## config.mk

```make
export PLATFORM = sky130hd
export DESIGN_NAME = rot_prio_resolver
export DESIGN_NICKNAME = d
export VERILOG_FILES = /design/src/rtl/rpr_pkg.sv /design/src/rtl/rpr_search.sv /design/src/rtl/rpr_update.sv /design/src/rtl/rot_prio_resolver.sv
export SDC_FILE = /design/constraint.sdc
export NUM_CORES = 1
export LEC_CHECK = 0
export ABC_AREA = 1
export CORE_ASPECT_RATIO = 1.4
export CORE_UTILIZATION = 58
export CTS_BUF_LIST = sky130_fd_sc_hd__clkbuf_2
export DETAILED_ROUTE_END_ITERATION = 8
export GPL_TIMING_DRIVEN = 0
export PLACE_DENSITY = 0.82
export SYNTH_ARGS = -nofsm -noshare
export SYNTH_HDL_FRONTEND = slang
export SYNTH_SLANG_ARGS = --single-unit
export TNS_END_PERCENT = 20
```

## constraint.sdc

```tcl
create_clock -name clk -period 5.79 [get_ports clk]
set_clock_uncertainty 0.2 [all_clocks]
set_input_delay 1.158 -clock clk [delete_from_list [all_inputs] [get_ports clk]]
set_output_delay 1.158 -clock clk [all_outputs]
set_load 0.05 [all_outputs]
```

## src/rtl/rpr_pkg.sv

```systemverilog
package rpr_pkg;
  typedef enum logic [2:0] {
    CMD_ROT_CLR    = 3'd0,
    CMD_EOI_NS     = 3'd1,
    CMD_NOP        = 3'd2,
    CMD_EOI_SP     = 3'd3,
    CMD_ROT_SET    = 3'd4,
    CMD_EOI_NS_ROT = 3'd5,
    CMD_SET_PRI    = 3'd6,
    CMD_EOI_SP_ROT = 3'd7
  } cmd_e;
endpackage

```

## src/rtl/rpr_search.sv

```systemverilog
// Rotated find-first: returns the lowest-ranked set bit counted from base.
module rpr_search #(
  parameter int N = 8,
  localparam int LW = $clog2(N)
) (
  input  logic [N-1:0]  vec,
  input  logic [LW-1:0] base,
  output logic          found,
  output logic [LW:0]   rank,
  output logic [LW-1:0] line
);
  logic [N-1:0] rot;

  for (genvar g = 0; g < N; g++) begin : g_rot
    always_comb rot[g] = vec[(g + int'(base)) % N];
  end

  always_comb begin
    found = 1'b0;
    rank  = (LW+1)'(N);
    line  = '0;
    for (int i = N - 1; i >= 0; i--) begin
      if (rot[i]) begin
        found = 1'b1;
        rank  = (LW+1)'(i);
        line  = LW'((i + int'(base)) % N);
      end
    end
  end
endmodule

```

## src/rtl/rpr_update.sv

```systemverilog
// Next-state logic: acknowledge first, then the command on the result.
module rpr_update
  import rpr_pkg::*;
#(
  parameter int N = 8,
  localparam int LW = $clog2(N)
) (
  input  logic [N-1:0]  isr_q,
  input  logic [LW-1:0] base_q,
  input  logic          rot_q,
  input  logic          ack_go,
  input  logic          aeoi,
  input  logic [LW-1:0] win,
  input  logic          cmd_stb,
  input  logic [2:0]    cmd_code,
  input  logic [LW-1:0] cmd_arg,
  output logic [N-1:0]  isr_d,
  output logic [LW-1:0] base_d,
  output logic          rot_d
);
  function automatic logic [LW-1:0] nxt(input logic [LW-1:0] l);
    nxt = LW'((int'(l) + 1) % N);
  endfunction

  logic [N-1:0]  isr_a;
  logic [LW-1:0] base_a;
  logic          top_found;
  logic [LW:0]   top_rank;
  logic [LW-1:0] top_line;

  always_comb begin
    isr_a  = isr_q;
    base_a = base_q;
    if (ack_go) begin
      if (!aeoi)     isr_a[win] = 1'b1;
      else if (rot_q) base_a    = nxt(win);
    end
  end

  rpr_search #(.N(N)) i_top (
    .vec(isr_a), .base(base_a),
    .found(top_found), .rank(top_rank), .line(top_line)
  );

  always_comb begin
    isr_d  = isr_a;
    base_d = base_a;
    rot_d  = rot_q;
    if (cmd_stb) begin
      case (cmd_e'(cmd_code))
        CMD_ROT_CLR: rot_d = 1'b0;
        CMD_ROT_SET: rot_d = 1'b1;
        CMD_EOI_NS:  if (top_found) isr_d[top_line] = 1'b0;
        CMD_EOI_NS_ROT: if (top_found) begin
          isr_d[top_line] = 1'b0;
          base_d          = nxt(top_line);
        end
        CMD_EOI_SP:  isr_d[cmd_arg] = 1'b0;
        CMD_EOI_SP_ROT: begin
          isr_d[cmd_arg] = 1'b0;
          base_d         = nxt(cmd_arg);
        end
        CMD_SET_PRI: base_d = nxt(cmd_arg);
        default: ;
      endcase
    end
  end
endmodule

```

## src/rtl/rot_prio_resolver.sv

```systemverilog
module rot_prio_resolver
  import rpr_pkg::*;
#(
  parameter int N       = 8,
  parameter bit PRIMARY = 1'b1,
  parameter int CASCADE = 2,
  localparam int LW = $clog2(N)
) (
  input  logic          clk,
  input  logic          rst,
  input  logic [N-1:0]  req_lines,
  input  logic [N-1:0]  mask_lines,
  input  logic          ack_stb,
  input  logic          cmd_stb,
  input  logic [2:0]    cmd_code,
  input  logic [LW-1:0] cmd_arg,
  input  logic          auto_eoi,
  input  logic          nested_sp,
  output logic          irq_req,
  output logic [LW-1:0] irq_line,
  output logic [N-1:0]  in_service,
  output logic [LW-1:0] prio_base
);
  localparam logic [N-1:0] CASC_BIT = {{(N-1){1'b0}}, 1'b1} << CASCADE;

  logic [N-1:0]  isr_q, isr_d, cur_isr, pend;
  logic [LW-1:0] base_q, base_d;
  logic          rot_q, rot_d;
  logic          req_found, isr_found;
  logic [LW:0]   req_rank, isr_rank;
  logic [LW-1:0] req_line, isr_line;

  assign pend    = req_lines & ~mask_lines;
  assign cur_isr = isr_q & ~((nested_sp && PRIMARY) ? CASC_BIT : '0);

  rpr_search #(.N(N)) i_req (
    .vec(pend), .base(base_q),
    .found(req_found), .rank(req_rank), .line(req_line)
  );

  rpr_search #(.N(N)) i_cur (
    .vec(cur_isr), .base(base_q),
    .found(isr_found), .rank(isr_rank), .line(isr_line)
  );

  assign irq_req  = req_found && (req_rank < isr_rank);
  assign irq_line = irq_req ? req_line : '0;

  rpr_update #(.N(N)) i_upd (
    .isr_q(isr_q), .base_q(base_q), .rot_q(rot_q),
    .ack_go(ack_stb && irq_req), .aeoi(auto_eoi), .win(req_line),
    .cmd_stb(cmd_stb), .cmd_code(cmd_code), .cmd_arg(cmd_arg),
    .isr_d(isr_d), .base_d(base_d), .rot_d(rot_d)
  );

  always_ff @(posedge clk) begin
    if (rst) begin
      isr_q  <= '0;
      base_q <= '0;
      rot_q  <= 1'b0;
    end else begin
      isr_q  <= isr_d;
      base_q <= base_d;
      rot_q  <= rot_d;
    end
  end

  assign in_service = isr_q;
  assign prio_base  = base_q;


  reset_clears_chk: assert property (@(posedge clk)
    rst |=> (in_service == '0 && prio_base == '0));


  winner_pending_chk: assert property (@(posedge clk) disable iff (rst)
    irq_req |-> (req_lines[irq_line] && !mask_lines[irq_line]));


  winner_not_served_chk: assert property (@(posedge clk) disable iff (rst)
    (irq_req && !nested_sp) |-> !in_service[irq_line]);


  ack_marks_chk: assert property (@(posedge clk) disable iff (rst)
    (ack_stb && irq_req && !auto_eoi && !cmd_stb) |=> in_service[$past(irq_line)]);


  aeoi_keeps_chk: assert property (@(posedge clk) disable iff (rst)
    (ack_stb && auto_eoi && !cmd_stb) |=> (in_service == $past(in_service)));


  set_pri_chk: assert property (@(posedge clk) disable iff (rst)
    (cmd_stb && cmd_code == CMD_SET_PRI && !ack_stb) |=>
      ((int'(prio_base) == (int'($past(cmd_arg)) + 1) % N) &&
       in_service == $past(in_service)));
endmodule

```

==> flow_summary.toml <==
[status]
outcome = "completed"

[floorplan]
die_w_um = 62.6
io_pins = 43
core_mm2 = 0.00492
rows = 30
initial_core_util_pct = 60.7
chipHeight_um = 86.9
dieArea_mm2 = 0.00544

[critical_path]
cp.required_ps = 4430
r2r_slack_ps = 250
end_kind = "primary output"
crit_type = "in2out"
r2r_cells = 35
critPathBufInv = 4
slowest_stage = "clkdlybuf4s50_1"
r2r_start = "prio_base[0]"
max_stage_delay_ps = 810
crit_family = "buffers and inverters"
crit_path_start_kind = "input port"
cp.arrival_ps = 4370
cp_max_fo = 5
regToRegEndpoint = "prio_base[1]"
crit_path_frequent_cell = "nand3_1"
critical_path.cell_chain = "clkdlybuf4s50_1, inv_1, nand3_1, nand3_1, nand3_1, nand2_2, nor2_2, nand2_2, nor2_4, ha_4, a211oi_4, buf_6, nand2_1, nor2_1, clkdlybuf4s50_1"

[clocking]
ctsLongestPathBuffers = 2
clk_pin_slew_worst_paths_ps = 90
cts_tree = "built"
cts_root_buf = "clkbuf_2"
numCtsBuffers = 3
h-tree-depth = 1
clock-sinks = 12
worstSkewPairLatency_ps = 260

[synth]
synthDominantCellAreaShare_pct = 24.4
synthesis.area_mm2 = 0.00299
ys_ff_latch = 12
yosysSeqAreaShare_pct = 8.04
syn_avg_cell_area_um2 = 5.22
synth_top_cell_by_area = "nand2_1"
synthTopCellsByArea = "nand2_1, nand3_1, dfxtp_1"
yosysWarnings = 0
synth_fp_nets = 610
syn_inst = 572
yosysUniqueCellTypes = 32

[drt]
drcViolationCount = 0
num_vias = 4285
routedWlPerCell_um = 15.9
drt_wl_total_um = 11200
drtIter0Drc = 444
viasPerCell = 6.06
first_pass_iters = 5
ant_nets = 0

[placement]
dp.final_hpwl_um = 7830
place.gp.congestion = 0.970
port_buffers = 42

[layout]
layout_commonest_cell = "nand2_1"
antenna_cells = 0
final_nets = 683
finish.utilization_pct = 84.8
syn_to_final_growth_pct = 39.7
drive_above_1_share_pct = 27.8
layout_common_cells = "nand2_1, nand3_1, inv_1"

[grt]
grt_use_total_pct = 36.4
grt_pass1_vias = 3827
grt_pass1_wl_um = 16000
antenna_found_initial = 0
grt_overflow = 0
grt_max_degree = 11

[sta]
finalMaxSlewViolations = 0
setup_viol = 0
timing.final.crit_share_pct = 98.9
tightest_slew_ps = 956
tns_ps = 0
max-slew-margin-rel_pct = 35.8
layout_min_cycle_time_ps = 5720
finalHoldViolCount = 0
fmax_mhz = 175

[hold_path]
hold_path_depth = 2
min_from = "rot_q"
worstHoldPathType = "reg2reg"
whs_endpoint = "rot_q"

[job]
cap_violations = 0
cells by family after synthesis:
group / count (synthesis) / synth area share, %
AOI/OAI and AO/OA: 74 / 14.4
xor gates and xnor gates: 5 / 2.60
adders and majority gates: 10 / 4.19
buffers and inverters: 94 / 14.2
DFF: 12 / 8.04
and+or+nand+nor: 377 / 56.6
metal layers:
metal | routed length [µm] | global-route usage, % | up-vias | share of wire, %
li1 | - | - | 2014 | -
met1 | 4020 | 34.3 | 1949 | 36
met2 | 5940 | 72.7 | 238 | 53
met3 | 553 | 2.49 | 84 | 4.9
met4 | 695 | 26.8 | 0 | 6.2
met5 | 0 | 0 | - | 0
registers in the layout, indices dropped and copies added, names as in the netlist:
| name | count |
|---|---|
| prio_base | 3 |
| rot_q | 1 |
| in_service | 8 |
cells in the mapped netlist:
library cell and number:
nand2_1 194, nand3_1 118, inv_1 61, a21oi_1 38
nor2_1 27, inv_2 19, nand2_2 15, dfxtp_1 12
o21ai_0 12, ha_1 10, o21ai_1 9, buf_6 7
nand4_1 7, a31oi_1 5, buf_4 5, nand2_4 4
nand3_2 4, nor3_1 4, a21oi_2 3, nor2_2 3
a21boi_0 2, o21ai_2 2, xnor2_2 2, a211oi_4 1
a21boi_4 1, clkbuf_1 1, clkinv_1 1, nand3b_1 1
o22ai_1 1, xnor2_1 1, xnor2_4 1, xor2_1 1
metrics by stage:
step / setup WS (ps) / hold WS, ps / cell area [µm²] / std cells
3_3_place_gp: -574 / 310 / 3490 / 678
6_report: 65.6 / 357 / 4170 / 707
2_1_floorplan: 144 / 232 / 2990 / 572
3_5_place_dp: -640 / 318 / 3490 / 678
5_1_grt: -125 / 355 / 4170 / 707
4_1_cts: -24.1 / 332 / 3570 / 684
what timing repair did:
item	CTS	global route
pin swaps	5	32
hold buffers	0	0
endpoints found under the setup margin	11	12
buffers inserted	3	23
resized for setup	10	102
worst min-delay path, cell delays in order (launching register included):
cell and delay (ps):
dfxtp_1 310, inv_1 130, a21oi_1 80
cell type report:
cell class	count	area, µm²
Fill cell	356	746
Clock buffer	3	15.0
Inverter	81	312
Multi-Input combinational cell	466	2760
Sequential cell	12	248
Tap cell	64	80.1
Buffer	13	135
Timing Repair Buffer	68	626
worst max-delay path by stage:
| stage | start | to | slack [ps] | cells past startpoint |
|---|---|---|---|---|
| after floorplan | prio_base[0] | prio_base[1] | 140 | 38 |
| after global placement | nested_sp | prio_base[1] | -570 | 33 |
| after detailed placement | nested_sp | prio_base[1] | -640 | 33 |
| after CTS | nested_sp | prio_base[1] | -20 | 33 |
| after global routing | mask_lines[4] | prio_base[2] | -120 | 34 |
| final | mask_lines[4] | irq_line[0] | 70 | 15 |
Power is not shown: default switching activity piles up to over one toggle a cycle in this logic, so the estimate is an artifact.
